[config.mk]
export PLATFORM = sky130hd
export DESIGN_NAME = gpio_mux_port
export DESIGN_NICKNAME = d
export VERILOG_FILES = /design/src/rtl/gpio_pkg.sv /design/src/rtl/gpio_sync.sv /design/src/rtl/gpio_regs.sv /design/src/rtl/gpio_pin_cell.sv /design/src/rtl/gpio_mux_port.sv
export SDC_FILE = /design/constraint.sdc
export NUM_CORES = 1
export LEC_CHECK = 0
export BUFFER_PORTS_ARGS = -buffer_cell sky130_fd_sc_hd__buf_2
export CAP_MARGIN = 0
export CORE_MARGIN = 1.5
export CORE_UTILIZATION = 50
export DETAILED_ROUTE_END_ITERATION = 12
export PLACE_DENSITY = 0.77
export SETUP_SLACK_MARGIN = 0.15
export SYNTH_ARGS = -nofsm -noshare
export SYNTH_HDL_FRONTEND = slang
export SYNTH_HIERARCHICAL = 1
export SYNTH_SLANG_ARGS = --single-unit
[constraint.sdc]
create_clock -name clk -period 2.2 [get_ports clk]
set_input_delay 0.22 -clock clk [delete_from_list [all_inputs] [get_ports clk]]
set_output_delay 0.22 -clock clk [all_outputs]
set_load 0.02 [all_outputs]
[src/rtl/gpio_pkg.sv]
package gpio_pkg;
  typedef enum logic [1:0] {RA_SEL = 2'd0, RA_DIR = 2'd1, RA_OD = 2'd2, RA_DAT = 2'd3} reg_addr_e;
  typedef enum logic [1:0] {DF_GND = 2'd0, DF_BRG0 = 2'd1, DF_BRG1 = 2'd2} dflt_e;
endpackage

[src/rtl/gpio_sync.sv]
module gpio_sync #(
  parameter int W      = 16,
  parameter int STAGES = 2
) (
  input  logic         clk,
  input  logic         rst,
  input  logic [W-1:0] d,
  output logic [W-1:0] q
);
  logic [W-1:0] chain [STAGES];

  always_ff @(posedge clk) begin
    if (rst) chain[0] <= '0;
    else     chain[0] <= d;
  end

  for (genvar s = 1; s < STAGES; s++) begin : g_stage
    always_ff @(posedge clk) begin
      if (rst) chain[s] <= '0;
      else     chain[s] <= chain[s-1];
    end
  end

  assign q = chain[STAGES-1];
endmodule

[src/rtl/gpio_regs.sv]
module gpio_regs
  import gpio_pkg::*;
#(
  parameter int          W       = 16,
  parameter logic [W-1:0] IMPL   = 16'hF3F0,
  parameter logic [W-1:0] OD_CAP = 16'h0330
) (
  input  logic         clk,
  input  logic         rst,
  input  logic [1:0]   bus_addr,
  input  logic         bus_we,
  input  logic [W-1:0] bus_wdata,
  output logic [W-1:0] bus_rdata,
  input  logic [W-1:0] pin_sync,
  output logic [W-1:0] sel_q,
  output logic [W-1:0] dir_q,
  output logic [W-1:0] od_q,
  output logic [W-1:0] lat_q
);
  localparam logic [W-1:0] OD_KEEP = IMPL & OD_CAP;

  reg_addr_e ra;
  assign ra = reg_addr_e'(bus_addr);

  always_ff @(posedge clk) begin
    if (rst) begin
      sel_q <= '0;
      dir_q <= '0;
      od_q  <= '0;
      lat_q <= '0;
    end else if (bus_we) begin
      case (ra)
        RA_SEL:  sel_q <= bus_wdata & IMPL;
        RA_DIR:  dir_q <= bus_wdata & IMPL;
        RA_OD:   od_q  <= bus_wdata & OD_KEEP;
        default: lat_q <= bus_wdata & IMPL;
      endcase
    end
  end

  logic [W-1:0] rd_mux;
  always_comb begin
    case (ra)
      RA_SEL:  rd_mux = sel_q;
      RA_DIR:  rd_mux = dir_q;
      RA_OD:   rd_mux = od_q;
      default: rd_mux = pin_sync & IMPL;
    endcase
  end

  always_ff @(posedge clk) begin
    if (rst) bus_rdata <= '0;
    else     bus_rdata <= rd_mux;
  end

  p_rd_unimpl_r11: assert property (@(posedge clk) disable iff (rst)
    (bus_rdata & ~IMPL) == '0);
endmodule

[src/rtl/gpio_pin_cell.sv]
module gpio_pin_cell
  import gpio_pkg::*;
#(
  parameter bit    OD_OK    = 1'b0,
  parameter bit    DIR_FLIP = 1'b0,
  parameter dflt_e DFLT     = DF_GND
) (
  input  logic       clk,
  input  logic       rst,
  input  logic       sel,
  input  logic       dir,
  input  logic       od,
  input  logic       lat,
  input  logic       fn_o,
  input  logic       pin_s,
  input  logic [1:0] brg,
  output logic       pad_o,
  output logic       pad_oe,
  output logic       fn_i
);
  logic eff_dir, drive_en, drv_val, od_on, rx, dflt_v;

  always_comb begin
    eff_dir  = dir ^ (sel & DIR_FLIP);
    drive_en = eff_dir;
    drv_val  = sel ? fn_o : lat;
    od_on    = OD_OK & od & drive_en;
    rx       = sel & ~eff_dir;
    case (DFLT)
      DF_BRG0: dflt_v = brg[0];
      DF_BRG1: dflt_v = brg[1];
      default: dflt_v = 1'b0;
    endcase
  end

  always_ff @(posedge clk) begin
    if (rst) begin
      pad_o  <= 1'b0;
      pad_oe <= 1'b0;
      fn_i   <= 1'b0;
    end else begin
      pad_o  <= drive_en & ~od_on & drv_val;
      pad_oe <= drive_en & ~(od_on & drv_val);
      fn_i   <= rx ? pin_s : dflt_v;
    end
  end

  p_gpio_in_quiet_r3: assert property (@(posedge clk) disable iff (rst)
    (!sel && !dir) |=> !pad_oe);
  p_ded_in_quiet_r6: assert property (@(posedge clk) disable iff (rst)
    (sel && (dir == DIR_FLIP)) |=> !pad_oe);
  p_ded_out_follow_r7: assert property (@(posedge clk) disable iff (rst)
    (sel && (dir != DIR_FLIP) && !(OD_OK && od)) |=> (pad_oe && pad_o == $past(fn_o)));
  p_od_never_high_r9: assert property (@(posedge clk) disable iff (rst)
    (OD_OK && od) |=> !pad_o);
endmodule

[src/rtl/gpio_mux_port.sv]
module gpio_mux_port
  import gpio_pkg::*;
#(
  parameter int           W        = 16,
  parameter int           SYNC_STG = 2,
  parameter logic [W-1:0] IMPL     = 16'hF3F0,
  parameter logic [W-1:0] OD_CAP   = 16'h0330,
  parameter logic [W-1:0] DIR_INV  = 16'h0300,
  parameter logic [W-1:0] BRG0_PIN = 16'h8000,
  parameter logic [W-1:0] BRG1_PIN = 16'h2000
) (
  input  logic         clk,
  input  logic         rst,
  input  logic [1:0]   bus_addr,
  input  logic         bus_we,
  input  logic [W-1:0] bus_wdata,
  output logic [W-1:0] bus_rdata,
  input  logic [W-1:0] pin_in,
  output logic [W-1:0] pin_out,
  output logic [W-1:0] pin_oe,
  input  logic [W-1:0] fn_drive,
  output logic [W-1:0] fn_recv,
  input  logic [1:0]   brg_tick
);
  logic [W-1:0] pin_sync, sel_q, dir_q, od_q, lat_q;

  gpio_sync #(.W(W), .STAGES(SYNC_STG)) u_sync (
    .clk(clk), .rst(rst), .d(pin_in), .q(pin_sync)
  );

  gpio_regs #(.W(W), .IMPL(IMPL), .OD_CAP(OD_CAP)) u_regs (
    .clk(clk), .rst(rst), .bus_addr(bus_addr), .bus_we(bus_we),
    .bus_wdata(bus_wdata), .bus_rdata(bus_rdata), .pin_sync(pin_sync),
    .sel_q(sel_q), .dir_q(dir_q), .od_q(od_q), .lat_q(lat_q)
  );

  for (genvar i = 0; i < W; i++) begin : g_pin
    if (IMPL[i]) begin : g_live
      localparam dflt_e DF = BRG0_PIN[i] ? DF_BRG0 : (BRG1_PIN[i] ? DF_BRG1 : DF_GND);
      gpio_pin_cell #(.OD_OK(OD_CAP[i]), .DIR_FLIP(DIR_INV[i]), .DFLT(DF)) u_cell (
        .clk(clk), .rst(rst), .sel(sel_q[i]), .dir(dir_q[i]), .od(od_q[i]),
        .lat(lat_q[i]), .fn_o(fn_drive[i]), .pin_s(pin_sync[i]), .brg(brg_tick),
        .pad_o(pin_out[i]), .pad_oe(pin_oe[i]), .fn_i(fn_recv[i])
      );
    end else begin : g_dead
      assign pin_out[i] = 1'b0;
      assign pin_oe[i]  = 1'b0;
      assign fn_recv[i] = 1'b0;
    end
  end
endmodule

==> results.yml <==
outcome:
  status: "complete, no violations"
synthesis:
  syn_inst: 323
  synth_warnings: 6
  syn_area_um2: 3700
  syn_avg_cell_area_um2: 11.5
worst_setup_path:
  cp-end-kind: "register"
  worstSetupPathType: "in2reg"
  crit_path_cell_trace: "buf_2 > and3b_1 > mux2i_1"
  slowest_delay_ns: 0.59
  cp-start-kind: "primary input"
  cp_slowest_cell: "and3b_1"
  reg2reg_depth: 2
  critPathArrivalTime_ns: 1.50
  cp_max_fo: 22
  r2r_slack_ns: 1.09
  r2r_end: "u_regs/bus_rdata[4]$_SDFF_PP0_"
  rr_startpoint: "u_regs/od_q[4]$_SDFFE_PP0P_"
  cp.required_ns: 2.48
global_route:
  antenna_found_initial: 0
  grt_usage_pct: 17.1
  grt_pass1_vias: 2158
  grt_pass1_wl_mm: 10.3
  grt_overflow: 0
  grt_start_max_net_pins: 97
placed_design:
  post-dp-hpwl_mm: 4.19
  io_buffers: 76
  gp_congestion: 0.750
power_and_ir_drop:
  peakVddDrop_mv: 0.455
  p_total_mw: 3.39
  p_per_area_nw_per_um2: 793
  power.leakage_nw: 1.95
routing:
  drtIter0Drc: 98
  vias_per_cell: 4.61
  dr.pass1.iters: 4
  drc: 0
  wirelength_mm: 6.54
  antenna_left: 0
  wl_per_cell_um: 13.1
  vias: 2300
timing:
  setup_viol: 0
  finalMaxSlewViolations: 0
  final-hold-violation-count: 0
  skew_ns: 0.00593
  slew_headroom_pct: 64.2
  grt_setup_unrepaired: "false"
  tightest_slew_ns: 0.536
  layout_min_cycle_time_ns: 1.22
  final.period_utilization_pct: 55.6
  finalSetupTns_ns: 0
  fmax_mhz: 818
layout:
  final_common_cell: "dfxtp_1"
  final_cell_mix: "dfxtp_1, buf_2, mux2i_1, nand2b_1, nor2b_1"
  nets: 452
  drive_above_1_share_pct: 27.8
  area_growth_pct: 15.6
  finish.utilization_pct: 59.3
  n_antenna_cell: 0
clock_tree:
  cts-root-buf: "clkbuf_8"
  cts.sinks: 94
  cts_max_path_buffers: 2
  numCtsBuffers: 9
  clkLatencyLatePin_ns: 0.35
  post-cts-setup-buffers: 0
  clkTransAtPathRegs_ns: 0.09
  ctsResizeCount: 0
  cts_tree: "done"
  cts.hold.buffers_added: 0
  htreeDepth: 3
floorplan:
  die_area_um2: 7920
  die_w_um: 89.0
  initial_utilization_pct: 51.3
  core_um2: 7210
  rows: 31
  io_pins: 119
  dieHeight_um: 89.0
hold_path:
  hp-start: "pin_in[13]"
  hold_end: "u_sync/chain[0][13]$_SDFF_PP0_"
  min_path_type: "in2reg"
  min_path_cells: 2
flow_run:
  drv_cap: 0
[report_power, final]
part           switching, mW  total (mW)  internal, mW  leakage (nW)
Clock                  0.580        1.33         0.753         0.112
Sequential            0.0302        1.78          1.75         0.766
Combinational          0.156       0.274         0.118          1.07
[worst max-delay path: cells and delay by family]
family / cells / cell delay (ns)
AND/OR/NAND/NOR: 1 / 0.59
buffers and inverters: 1 / 0.40
multiplexers: 1 / 0.28
[sequential cells by signal, summed over array words and instances (netlist names)]
register	cells
g_pin.g_live.u_cell/pad_o	10
u_regs/sel_q	10
g_pin.g_live.u_cell/pad_oe	10
u_regs/bus_rdata	10
u_regs/dir_q	10
u_regs/od_q	4
g_pin.g_live.u_cell/fn_i	10
u_sync/chain	20
u_regs/lat_q	10
[area by class of cell]
type | instances | area, um2
sequential | 94 | 1880
clock buffer | 10 | 128
tap | 99 | 124
fill | 647 | 2940
timing repair buffer | 79 | 415
clock inverter | 6 | 110
multi-input combinational | 206 | 1600
inverter | 5 | 18.8
[through the flow]
| step | hold slack, ns | instance area, um2 | cells | setup slack [ns] |
|---|---|---|---|---|
| 4_1_cts | 0.0637 | 4280 | 499 | 0.997 |
| 2_1_floorplan | 0.290 | 3780 | 345 | 1.09 |
| 3_5_place_dp | 0.422 | 4040 | 483 | 0.679 |
| 3_3_place_gp | 0.422 | 4040 | 483 | 0.695 |
| 6_report | 0.0722 | 4280 | 499 | 0.977 |
| 5_1_grt | 0.0650 | 4280 | 499 | 0.898 |
[layer usage]
metal / track usage, % / routed length, um / vias to the layer above / part of all wire, %
met5: 0 / 0 / - / 0
met4: 8.39 / 156 / 0 / 2.4
met1: 22.4 / 3100 / 1056 / 47
li1: - / - / 1169 / -
met3: 3.23 / 305 / 11 / 4.7
met2: 27.1 / 2980 / 64 / 46
[worst max-delay path by stage]
stage | start | end | slack [ns] | depth (start not counted)
after global placement | bus_addr[0] | u_regs/dir_q[9]$_SDFFE_PP0P_ | 0.70 | 3
after global routing | bus_addr[0] | u_regs/dir_q[13]$_SDFFE_PP0P_ | 0.90 | 3
final | bus_addr[0] | u_regs/dir_q[13]$_SDFFE_PP0P_ | 0.98 | 3
after floorplan | bus_addr[0] | u_regs/bus_rdata[8]$_SDFF_PP0_ | 1.09 | 3
after CTS | bus_addr[0] | u_regs/dir_q[13]$_SDFFE_PP0P_ | 1.0 | 3
after detailed placement | bus_addr[0] | u_regs/dir_q[12]$_SDFFE_PP0P_ | 0.68 | 3
Note: power is estimated with default switching activity, not from simulation.
